<file path="src/rtl/sbuf_pkg.sv">
package sbuf_pkg;

  // Ports sharing one buffer memory (a sixteen-lane group)
  localparam int SB_PORTS = 4;

  // Strobes from the decision logic to the counters
  typedef struct packed {
    logic [SB_PORTS-1:0] takeOwn;
    logic [SB_PORTS-1:0] takePool;
    logic [SB_PORTS-1:0] giveOwn;
    logic [SB_PORTS-1:0] givePool;
    logic [SB_PORTS-1:0] deny;
    logic                cfgAccept;
    logic                cfgReject;
  } sbStrobe_t;

endpackage

</file>
<file path="src/rtl/sbuf_ctrl.sv">
module sbuf_ctrl
  import sbuf_pkg::*;
#(
  parameter int POOL_SIZE = 64,
  parameter int CNT_W     = 7
) (
  input  logic                               clk,
  input  logic                               rst_n,
  input  logic                               cfgLoad,
  input  logic [SB_PORTS*CNT_W-1:0]          cfgMinVec,
  input  logic [SB_PORTS-1:0]                allocReq,
  input  logic [SB_PORTS-1:0]                relReq,
  input  logic [SB_PORTS-1:0][CNT_W-1:0]     ownUsed,
  input  logic [SB_PORTS-1:0][CNT_W-1:0]     borrowed,
  input  logic [SB_PORTS-1:0][CNT_W-1:0]     minCnt,
  input  logic [SB_PORTS-1:0][CNT_W-1:0]     thrEff,
  input  logic [CNT_W-1:0]                   poolFree,
  input  logic                               idle,
  output sbStrobe_t                          strobe
);

  localparam int NP    = SB_PORTS;
  localparam int PW    = (NP > 1) ? $clog2(NP) : 1;
  localparam int SUM_W = CNT_W + PW + 1;

  logic [PW-1:0]    rrPtr;
  logic [PW-1:0]    winIdx;
  logic             winFound;
  logic [SUM_W-1:0] cfgSum;
  logic [NP-1:0]    req;
  logic [NP-1:0]    ownRoom;
  logic [NP-1:0]    wantPool;

  // Per-port request qualification
  for (genvar g = 0; g < NP; g++) begin : g_port
    assign req[g]      = allocReq[g] & ~relReq[g] & ~cfgLoad;
    assign ownRoom[g]  = ownUsed[g] < minCnt[g];
    assign wantPool[g] = req[g] & ((ownUsed[g] > thrEff[g]) | ~ownRoom[g]);
  end

  always_comb begin
    cfgSum = '0;
    for (int p = 0; p < NP; p++) begin
      cfgSum = cfgSum + SUM_W'(cfgMinVec[p*CNT_W +: CNT_W]);
    end
  end

  // Round-robin search for the single pool grant of this cycle
  always_comb begin
    logic [PW-1:0] cand;
    winFound = 1'b0;
    winIdx   = rrPtr;
    for (int i = 0; i < NP; i++) begin
      cand = PW'(rrPtr + PW'(i));
      if (!winFound && wantPool[cand] && (poolFree != '0)) begin
        winFound = 1'b1;
        winIdx   = cand;
      end
    end
  end

  always_comb begin
    strobe = '0;
    strobe.cfgAccept = cfgLoad & idle & (cfgSum <= SUM_W'(POOL_SIZE));
    strobe.cfgReject = cfgLoad & idle & (cfgSum >  SUM_W'(POOL_SIZE));
    for (int p = 0; p < NP; p++) begin
      if (req[p]) begin
        if (winFound && (winIdx == PW'(p))) strobe.takePool[p] = 1'b1;
        else if (ownRoom[p])                strobe.takeOwn[p]  = 1'b1;
        else                                strobe.deny[p]     = 1'b1;
      end
      if (relReq[p] && !cfgLoad) begin
        if (borrowed[p] != '0)     strobe.givePool[p] = 1'b1;
        else if (ownUsed[p] != '0) strobe.giveOwn[p]  = 1'b1;
      end
    end
  end

  always_ff @(posedge clk or negedge rst_n) begin
    if (!rst_n)        rrPtr <= '0;
    else if (winFound) rrPtr <= PW'(winIdx + 1'b1);
  end

endmodule

</file>
<file path="src/rtl/sbuf_datapath.sv">
module sbuf_datapath
  import sbuf_pkg::*;
#(
  parameter int POOL_SIZE = 64,
  parameter int CNT_W     = 7
) (
  input  logic                               clk,
  input  logic                               rst_n,
  input  sbStrobe_t                          strobe,
  input  logic [SB_PORTS*CNT_W-1:0]          cfgMinVec,
  input  logic [SB_PORTS*CNT_W-1:0]          cfgThrVec,
  output logic [SB_PORTS-1:0][CNT_W-1:0]     ownUsed,
  output logic [SB_PORTS-1:0][CNT_W-1:0]     borrowed,
  output logic [SB_PORTS-1:0][CNT_W-1:0]     minCnt,
  output logic [SB_PORTS-1:0][CNT_W-1:0]     thrEff,
  output logic [CNT_W-1:0]                   poolFree,
  output logic                               idle,
  output logic [SB_PORTS*CNT_W-1:0]          occupancy,
  output logic [SB_PORTS-1:0]                allocGrant,
  output logic [SB_PORTS-1:0]                allocFromPool,
  output logic [SB_PORTS-1:0]                allocDeny,
  output logic                               cfgErr
);

  localparam int NP      = SB_PORTS;
  localparam int SUM_W   = CNT_W + $clog2(NP) + 1;
  localparam int DEF_MIN = POOL_SIZE / (2 * NP);

  logic [NP-1:0][CNT_W-1:0] thrReg;
  logic [SUM_W-1:0]         sumMin;
  logic [SUM_W-1:0]         sumBor;
  logic [SUM_W-1:0]         sumOwn;

  always_ff @(posedge clk or negedge rst_n) begin
    if (!rst_n) begin
      for (int p = 0; p < NP; p++) begin
        ownUsed[p]  <= '0;
        borrowed[p] <= '0;
        minCnt[p]   <= CNT_W'(DEF_MIN);
        thrReg[p]   <= '0;
      end
    end else begin
      for (int p = 0; p < NP; p++) begin
        if (strobe.takeOwn[p])       ownUsed[p] <= ownUsed[p] + 1'b1;
        else if (strobe.giveOwn[p])  ownUsed[p] <= ownUsed[p] - 1'b1;
        if (strobe.takePool[p])      borrowed[p] <= borrowed[p] + 1'b1;
        else if (strobe.givePool[p]) borrowed[p] <= borrowed[p] - 1'b1;
        if (strobe.cfgAccept) begin
          minCnt[p] <= cfgMinVec[p*CNT_W +: CNT_W];
          thrReg[p] <= cfgThrVec[p*CNT_W +: CNT_W];
        end
      end
    end
  end

  always_ff @(posedge clk or negedge rst_n) begin
    if (!rst_n) begin
      allocGrant    <= '0;
      allocFromPool <= '0;
      allocDeny     <= '0;
      cfgErr        <= 1'b0;
    end else begin
      allocGrant    <= strobe.takeOwn | strobe.takePool;
      allocFromPool <= strobe.takePool;
      allocDeny     <= strobe.deny;
      if (strobe.cfgReject)      cfgErr <= 1'b1;
      else if (strobe.cfgAccept) cfgErr <= 1'b0;
    end
  end

  for (genvar g = 0; g < NP; g++) begin : g_view
    assign thrEff[g] = (thrReg[g] == '0) ? (minCnt[g] >> 2) : thrReg[g];
    assign occupancy[g*CNT_W +: CNT_W] = CNT_W'(ownUsed[g] + borrowed[g]);
  end

  always_comb begin
    sumMin = '0;
    sumBor = '0;
    sumOwn = '0;
    for (int p = 0; p < NP; p++) begin
      sumMin = sumMin + SUM_W'(minCnt[p]);
      sumBor = sumBor + SUM_W'(borrowed[p]);
      sumOwn = sumOwn + SUM_W'(ownUsed[p]);
    end
    poolFree = CNT_W'(SUM_W'(POOL_SIZE) - sumMin - sumBor);
    idle     = (sumBor == '0) && (sumOwn == '0);
  end

endmodule

</file>
<file path="src/rtl/sbuf_alloc_top.sv">
module sbuf_alloc_top
  import sbuf_pkg::*;
#(
  parameter  int POOL_SIZE = 64,
  localparam int CNT_W     = $clog2(POOL_SIZE + 1)
) (
  input  logic                      clk,
  input  logic                      rst_n,
  input  logic                      cfgLoad,
  input  logic [SB_PORTS*CNT_W-1:0] cfgMinVec,
  input  logic [SB_PORTS*CNT_W-1:0] cfgThrVec,
  input  logic [SB_PORTS-1:0]       allocReq,
  input  logic [SB_PORTS-1:0]       relReq,
  output logic [SB_PORTS-1:0]       allocGrant,
  output logic [SB_PORTS-1:0]       allocFromPool,
  output logic [SB_PORTS-1:0]       allocDeny,
  output logic [SB_PORTS*CNT_W-1:0] occupancy,
  output logic [CNT_W-1:0]          poolFree,
  output logic                      cfgErr
);

  sbStrobe_t                     strobe;
  logic [SB_PORTS-1:0][CNT_W-1:0] ownUsed;
  logic [SB_PORTS-1:0][CNT_W-1:0] borrowed;
  logic [SB_PORTS-1:0][CNT_W-1:0] minCnt;
  logic [SB_PORTS-1:0][CNT_W-1:0] thrEff;
  logic                          idle;

  sbuf_ctrl #(.POOL_SIZE(POOL_SIZE), .CNT_W(CNT_W)) ctrl_i (
    .clk      (clk),
    .rst_n    (rst_n),
    .cfgLoad  (cfgLoad),
    .cfgMinVec(cfgMinVec),
    .allocReq (allocReq),
    .relReq   (relReq),
    .ownUsed  (ownUsed),
    .borrowed (borrowed),
    .minCnt   (minCnt),
    .thrEff   (thrEff),
    .poolFree (poolFree),
    .idle     (idle),
    .strobe   (strobe)
  );

  sbuf_datapath #(.POOL_SIZE(POOL_SIZE), .CNT_W(CNT_W)) dp_i (
    .clk          (clk),
    .rst_n        (rst_n),
    .strobe       (strobe),
    .cfgMinVec    (cfgMinVec),
    .cfgThrVec    (cfgThrVec),
    .ownUsed      (ownUsed),
    .borrowed     (borrowed),
    .minCnt       (minCnt),
    .thrEff       (thrEff),
    .poolFree     (poolFree),
    .idle         (idle),
    .occupancy    (occupancy),
    .allocGrant   (allocGrant),
    .allocFromPool(allocFromPool),
    .allocDeny    (allocDeny),
    .cfgErr       (cfgErr)
  );

endmodule

</file>
<file path="config.mk">
export PLATFORM = sky130hd
export DESIGN_NAME = sbuf_alloc_top
export DESIGN_NICKNAME = d
export VERILOG_FILES = /design/src/rtl/sbuf_pkg.sv /design/src/rtl/sbuf_ctrl.sv /design/src/rtl/sbuf_datapath.sv /design/src/rtl/sbuf_alloc_top.sv
export SDC_FILE = /design/constraint.sdc
export NUM_CORES = 1
export LEC_CHECK = 0
export BUFFER_PORTS_ARGS = -buffer_cell sky130_fd_sc_hd__buf_4
export CORE_ASPECT_RATIO = 0.9
export CORE_MARGIN = 2
export CORE_UTILIZATION = 60
export DETAILED_ROUTE_END_ITERATION = 10
export PLACE_DENSITY = 0.81
export SLEW_MARGIN = 20
export SYNTH_ARGS = -nofsm -noshare
export SYNTH_HDL_FRONTEND = slang
export SYNTH_SLANG_ARGS = --single-unit
</file>
<file path="constraint.sdc">
create_clock -name clk -period 23.1 [get_ports clk]
set_input_delay 1.155 -clock clk [delete_from_list [all_inputs] [get_ports clk]]
set_output_delay 1.155 -clock clk [all_outputs]
set_load 0.01 [all_outputs]
</file>
==> metrics.txt, run 1 <==
min cycle time layout=8.56 ns; adder-cell share of the synthesized area=roughly 28%; row cnt=48; crit path DAT=8.91 ns; hold_sp=dp_i.minCnt[18]; endpoints failing hold=0; YS warnings=0; CTS Buf Count=17; wire length of the first global-routing pass=47.0 mm; largest family of logic cells by synthesized area=adder cells; PnR worst setup slack=14.54 ns; Max clock buf depth=2; # setup viols final=0; largest cells by area after synthesis=dfrtp_1, ha_1, fa_1, inv_1, mux2_2; H-Tree Depth=4; Achievable Freq=roughly 0.12 GHz; die height=137 um; post-synth top area cell=dfrtp_1; fraction of the mapped netlist area in simple logic gates=8.36%; antenna violations before repair=0; Synth Area per Inst=10.0 um^2; Worst Max-Slew Pin Slew=0.972 ns; Setup WS pre-CTS=14.69 ns; Area Growth Syn to Fin=14.5%; post-cts sizing count=0; routability cong.=a little under 1; DP HPWL=22.5 mm; Clock Pin Slew Worst Setup and Hold Paths=0.06 ns; antenna cells=0; CP startpoint kind=register; Final Max Slew Viols=0; DRT Wirelength=28.7 mm; max_cap viols=0; Crit. End Element=register; via-per-instance ratio=5.79; period utilization=37.0%; drt wl/cell=18.4 um; Main synth FF type=dfrtp_1; gr usage total=28.9%; die area=roughly 21,000 um^2; Clock Skews=between 0.008 and 0.009 ns; mapped cell area=11,800 um^2; RSZ-0062 raised after global routing=false; Routed Antenna Nets=0; Synth top cells by count=inv_1, ha_1, dfrtp_1; share of post-route cells with drive strength above 1=around 18%; outcome=finished, final reports clean; reg2reg setup slack=between 10 and 15 ns; drc violations=0; synthesis-stage register bit count=about 130; cell repeated most along the worst path=fa_1; vias=~9,000; Worst R2R Path Depth=33; slowest stage delay, CP=0.60 ns; gr ovfl total=0; vias in the first global route=9,162; Sequential Area=~3200 um^2; Clk Latency, worst-skew pair=0.43 ns; fillers=1,428; asr flop ratio synth=100%; Post-Syn Instances=1,175; critical path type=register to register; CTS sink count=roughly 130; CP max-delay cell=fa_1; Iteration-0 DRC Markers=569; quantity of I/O buffers inserted on ports=between 100 and 150; Hold Crit Endpoint=dp_i.minCnt[18]; Post-layout nets=between 1,500 and 2,000; CTS tree=yes; Worst EP required=roughly 23 ns; Core Area=19,200 um^2; Compound-Gate Fraction of Synth Area=13.0%; sequential-to-total area share from yosys stat=27.0%; first drt pass iteration count=5; hold_buf cts=0; max_slew headroom=a little over a third; Post-synth EDFFs=0; # IOs=115; RR Startpoint=dp_i.borrowed[0]; Net Count, Synth=1,471; largest net degree at the start of global routing=76; initial core utilization=about three fifths; post-synth top area share=26.1%; root buf cell=clkbuf_16; XOR/XNOR share of the synthesized area=8.13%; area of the multi-input gates=just under 8000 um^2; setup_tns=0 ns; Distinct cells, synth=61; RR Endpoint=dp_i.ownUsed[27]; hold path cells=2; Setup Fix Bufs, Post-CTS=0; Die Span X=152 um; mux cell area share after synthesis=approximately 8.8%; worst-path fanout max=6; most frequent cell after synthesis=inv_1; Worst Hold Class=register to register
[layout make-up]
cell class                      count  share of cell area, %
Clock inverter                     13                   1.05
Sequential cell                   127                   23.6
Inverter                          202                   5.61
Tap cell                          250                   2.31
Clock buffer                       19                   3.20
Timing Repair Buffer              117                   6.50
Multi-Input combinational cell    835                   57.8
[logic make-up after synthesis]
kind of cell               after synthesis
AOI/OAI and AO/OA                      244
xor gates and xnor gates               108
adders and majority gates              229
buffers and inverters                  213
DFF                                    127
muxes                                   94
and+or+nand+nor                        160
[critical path, delay by kind of cell, from the launching register on]
family                   cells  cell delay (ns)
AO/OA/AOI/OAI                7             1.14
XOR/XNOR                     4             0.96
adder cells (fa/ha/maj)     12             4.82
buffers and inverters        6             0.46
flip-flops                   1             0.48
multiplexers                 1             0.24
AND/OR/NAND/NOR              3             0.35
[cell usage in the layout, fill, tap and decap left out, drive strengths merged, types with 5 or more instances in the layout]
| cell | netlist | layout |
|---|---|---|
| a21oi | 104 | 104 |
| nand2b | 9 | 9 |
| o21ai | 32 | 32 |
| a21o | 42 | 42 |
| mux2 | 68 | 68 |
| buf | 4 | 117 |
| or4 | 6 | 6 |
| xor2 | 32 | 32 |
| nand2 | 38 | 38 |
| mux2i | 25 | 25 |
| nand4 | 10 | 10 |
| nand3 | 14 | 14 |
| ha | 173 | 173 |
| nand3b | 8 | 8 |
| xnor2 | 75 | 75 |
| clkinv | 0 | 7 |
| nor2 | 19 | 19 |
| o21bai | 32 | 32 |
| fa | 56 | 56 |
| and2 | 5 | 5 |
| nor4b | 6 | 6 |
| nor4 | 17 | 17 |
| nor3 | 9 | 9 |
| nor2b | 10 | 10 |
| inv | 202 | 203 |
| dfrtp | 123 | 123 |
| clkbuf | 7 | 19 |
[flip-flops by register name, summed over array words and instances, names as in the netlist]
signal	count
ctrl_i.rrPtr	2
dp_i.allocDeny	4
dp_i.allocFromPool	4
dp_i.borrowed	28
dp_i.thrReg	28
dp_i.ownUsed	28
dp_i.cfgErr	1
dp_i.allocGrant	4
dp_i.minCnt	28
[stage by stage]
step	utilization [%]	instance area, um^2	cells	hold WS [ns]
CTS	70.3	13500	1563	0.514
global route	70.3	13500	1563	0.543
finish	70.3	13500	1563	0.514
detailed placement	67.3	12900	1531	0.479
floorplan	-	11800	1175	0.450
global placement	67.3	12900	1531	0.465
[routing by layer]
layer	wire (um)	GRT usage (%)	part of all wire (%)
met5	0	0	0
met4	1020	11.6	3.6
met3	1770	6.52	6.2
met2	13400	47.1	46
met1	12600	37.7	44
[worst max path at each step]
stage                     slack [ns]          endpoint        startpoint
after global routing           14.00  dp_i.ownUsed[20]  dp_i.borrowed[7]
after global placement         14.90   dp_i.ownUsed[6]  dp_i.borrowed[7]
after floorplan                15.19   dp_i.ownUsed[6]  dp_i.borrowed[7]
after CTS                      14.61  dp_i.ownUsed[27]  dp_i.borrowed[7]
after detailed placement       14.69  dp_i.ownUsed[27]  dp_i.borrowed[7]
final                          14.54  dp_i.ownUsed[27]  dp_i.borrowed[0]
Power of run 1 is not shown: default switching activity piles up to over one toggle a cycle in this logic, so the estimate is an artifact.
==> run 2, diff against run 1 <==
Clock period 23.1 ns to 8.5 ns, I/O delays scaled along.
==> run 2 against run 1 <==
Utilization up 1.8 points. Hold slack worse by 0.48 ns. Sequential share of layout area decreased by 0.56 points. Global-route usage decreased by 0.30 points. Fmax up 3.4%. Wire length up 2.8%.
==> metrics.txt, run 2 (same netlist as run 1, synthesis figures left out) <==
Clock Skews=between 0.01 and 0.015 ns; Routed Antenna Nets=0; hold_buf cts=0; root buf cell=clkbuf_16; crit path DAT=around 8.6 ns; CP max-delay cell=fa_2; Post-layout nets=1,608; antenna cells=0; Final Max Slew Viols=0; fillers=roughly 1,400; quantity of I/O buffers inserted on ports=approximately 110; Worst Max-Slew Pin Slew=roughly 0.96 ns; Area Growth Syn to Fin=17.4%; gr ovfl total=0; Clock Pin Slew Worst Setup and Hold Paths=about 0.060 ns; Crit. End Element=register; vias=9,158; vias in the first global route=approximately 9,300; Clk Latency, worst-skew pair=0.43 ns; Inst Count DP=1,532; drt wl/cell=around 19 um; setup_tns=0 ns; Core Area=19,200 um^2; drc violations=0; Worst Hold Class=input port to async pin; share of post-route cells with drive strength above 1=between 20% and 30%; CTS sink count=approximately 130; Die Span X=152 um; gr usage total=28.6%; H-Tree Depth=4; # IOs=115; endpoints failing hold=0; Iteration-0 DRC Markers=533; DP HPWL=22.6 mm; most common cell after layout, fill and taps aside=inv_1; via-per-instance ratio=5.81; largest net degree at the start of global routing=75; outcome=finished, final reports clean; utilization after layout=72.1%; CP startpoint kind=register; Achievable Freq=0.121 GHz; worst-path fanout max=6; initial core utilization=61.4%; cell repeated most along the worst path=fa_1; antenna violations before repair=1; die area=roughly 21,000 um^2; most frequent cells in the layout=inv_1, ha_1, buf_4; first drt pass iteration count=5; slowest stage delay, CP=0.64 ns; final hold slack=between 0.03 and 0.04 ns; Final Non-Filler Cells=1,575; max_slew headroom=36.3%; DRT Wirelength=~30 mm; Worst EP required=8.86 ns; period utilization=97.4%; max_cap viols=0; reg2reg setup slack=0.22 ns; routability cong.=0.912; critical path type=register to register; CTS tree=yes; wire length of the first global-routing pass=approximately 47 mm; row cnt=48; CTS Buf Count=17; die height=between 100 and 150 um; min cycle time layout=8.28 ns; # setup viols final=0; Max clock buf depth=2
run 2: changes by cell type in the layout (fill, tap and decap cells not counted), sizes merged:
cell / delta
buf: +12
inv: -1
bufinv: +2
clkinv: -1
run 2: path summary, 6_finish.rpt:
kind                       depth (start not counted)             start                    end
max in group asynchronous                          2             rst_n        dp_i.thrReg[19]
min in group clk                                   2      cfgThrVec[4]         dp_i.thrReg[4]
max                                               32  dp_i.borrowed[7]       dp_i.ownUsed[27]
min                                                1             rst_n  dp_i.allocFromPool[0]
min reg2reg                                        2   dp_i.minCnt[15]        dp_i.minCnt[15]
max reg2reg                                       32  dp_i.borrowed[7]       dp_i.ownUsed[27]
run 2: cell type report:
class | count | area (um^2) | area share [%]
Clock buffer | 19 | 433 | 3.12
Clock inverter | 13 | 191 | 1.38
Inverter | 202 | 758 | 5.47
Multi-Input combinational cell | 835 | 8010 | 57.8
Sequential cell | 127 | 3190 | 23.0
Tap cell | 250 | 313 | 2.26
Timing Repair Buffer | 129 | 968 | 6.98
run 2: through the flow:
step | area [um^2] | setup slack [ns]
finish | 13900 | 0.224
global route | 13900 | -0.0983
CTS | 13600 | 0.0148
detailed placement | 12900 | -0.0715
global placement | 12900 | 0.258
floorplan | 11800 | 0.595
run 2: critical path, delay by kind of cell, from the launching register on:
| kind | cells | cell delay [ns] |
|---|---|---|
| AO/OA/AOI/OAI | 7 | 1.12 |
| XOR/XNOR | 2 | 0.55 |
| adder cells (fa/ha/maj) | 12 | 4.62 |
| buffers and inverters | 6 | 0.56 |
| flip-flops | 1 | 0.43 |
| multiplexers | 2 | 0.55 |
| AND/OR/NAND/NOR | 3 | 0.37 |
run 2: per-layer routing:
metal / routed length, um / global-route usage [%] / share of wire (%)
met3: 1650 / 4.91 / 5.6
met1: 12800 / 37.7 / 43
met5: 0 / 0 / 0
met4: 818 / 9.09 / 2.8
met2: 14200 / 48.4 / 48
run 2: what timing repair did:
item,CTS,global route
resized for setup,7,40
setup endpoints to repair,5,23
setup buffers,0,11
pin swaps,2,13
cloned,0,0
Power of run 2 is left out for the same reason.
==> run 3, diff against run 2 <==
Settings changed: TNS_END_PERCENT set to 5.
Clock period 8.5 ns to 7.66 ns, I/O delays scaled along.
==> run 3 against run 2 <==
The run now ends with negative setup slack left. Non-clock buffer count grew 39. Hold slack lost 0.021 ns. Wire length grew 3.2%. Critical path type unchanged. Critical endpoint is now dp_i.ownUsed[13].
==> metrics.txt, run 3 (same netlist as run 1, synthesis figures left out) <==
drc violations=0; Routed Antenna Nets=0; Final Non-Filler Cells=1,614; vias=9,488; CP max-delay cell=fa_2; Iteration-0 DRC Markers=546; Worst R2R Path Depth=32; Core Area=19,200 um^2; RR Startpoint=dp_i.borrowed[0]; gr ovfl total=0; Worst Hold Class=input port to async pin; # setup viols final=10; period utilization=102%; Die Span X=roughly 150 um; share of post-route cells with drive strength above 1=25.6%; routability cong.=between 0.9 and 1; Area Growth Syn to Fin=20.7%; Clk Latency, worst-skew pair=0.45 ns; die area=20,800 um^2; antenna violations before repair=0; most frequent cells in the layout=inv_1, buf_4, ha_1; Clock Skews=between 0.015 and 0.02 ns; hold_buf cts=0; gr usage total=29.7%; RR Endpoint=dp_i.ownUsed[13]; CP startpoint kind=register; CTS sink count=127; H-Tree Depth=4; Critical path buffers and inverters=6; largest net degree at the start of global routing=66; worst-path fanout max=4; Inst Count DP=1,575; Post-layout nets=1,647; die height=137 um; root buf cell=clkbuf_16; initial core utilization=61.4%; drt wl/cell=18.9 um; quantity of I/O buffers inserted on ports=114; failing checks=negative setup slack; family with the most delay on the worst path=adder cells; PnR worst setup slack=-0.132 ns; DRT Wirelength=30.5 mm; CTS tree=yes; crit path DAT=8.15 ns; CTS Buf Count=17; Area after DPL=13,300 um^2; min cycle time layout=7.79 ns; Worst EP required=8.02 ns; slowest stage delay, CP=0.59 ns; # IOs=approximately 120; RSZ-0062 raised after global routing=true; via-per-instance ratio=5.88; wire length of the first global-routing pass=48.6 mm; Design Area, Final=between 10,000 and 15,000 um^2; Achievable Freq=0.128 GHz; most common cell after layout, fill and taps aside=inv_1; antenna cells=0; endpoints failing hold=0; row cnt=48; Clock Pin Slew Worst Setup and Hold Paths=0.06 ns; vias in the first global route=9,621; Final Max Slew Viols=0; DP HPWL=roughly 23 mm; Setup WS pre-CTS=-0.191 ns; max_slew headroom=between 30% and 40%; reg2reg setup slack=-0.13 ns; Crit. End Element=register; first drt pass iteration count=5; critical path type=register to register; outcome=finished, violations left; max_cap viols=0; Worst Max-Slew Pin Slew=0.923 ns; Max clock buf depth=2; setup_tns=-0.725 ns
-- run 3: changes by cell type in the layout (fill, tap and decap cells not counted), moves of 4 or more --
cell     before  now
ha_1        169  162
a21oi_2      10   20
a21oi_1      90   81
buf_4       129  166
ha_4          4    9
inv_6         0    4
fa_1         50   45
fa_2          6   11
-- run 3: cell type report --
class                           instances  area, um^2
Inverter                              202         761
Sequential cell                       127        3190
Clock inverter                         13         154
Clock buffer                           19         443
Tap cell                              250         313
Fill cell                            1266        4970
Timing Repair Buffer                  168        1270
Multi-Input combinational cell        835        8130
-- run 3: timing repair --
item                       4_1_cts  5_1_grt
buffers inserted                 4        3
pin swaps                       22       26
setup endpoints to repair       18       34
gates resized for setup         36       24
-- run 3: metrics by stage --
step / utilization [%] / hold WS, ns
after floorplan: - / 0.0874
after global placement: 69.2 / 0.464
after detailed placement: 69.2 / 0.472
after CTS: 73.3 / 0.0597
after global routing: 74.2 / 0.107
final: 74.2 / 0.0113
-- run 3: layer usage --
layer	share of wire (%)	track usage, %	up-vias
met3	6.4	6.17	92
met5	0	0	-
li1	-	-	4406
met4	3.4	10.8	0
met2	48	50.3	341
met1	42	38.2	4649
-- run 3: worst max-delay path by stage --
stage | from | end | slack (ns) | cells after the start
finish | dp_i.borrowed[0] | dp_i.ownUsed[13] | -0.13 | 32
CTS | dp_i.borrowed[0] | dp_i.ownUsed[6] | -0.04 | 34
global placement | dp_i.borrowed[0] | dp_i.ownUsed[6] | 0.04 | 33
detailed placement | dp_i.borrowed[0] | dp_i.ownUsed[13] | -0.19 | 32
floorplan | dp_i.borrowed[0] | dp_i.ownUsed[6] | 0.08 | 33
global route | dp_i.borrowed[0] | dp_i.borrowed[27] | -0.40 | 32
Power of run 3 is left out for the same reason.
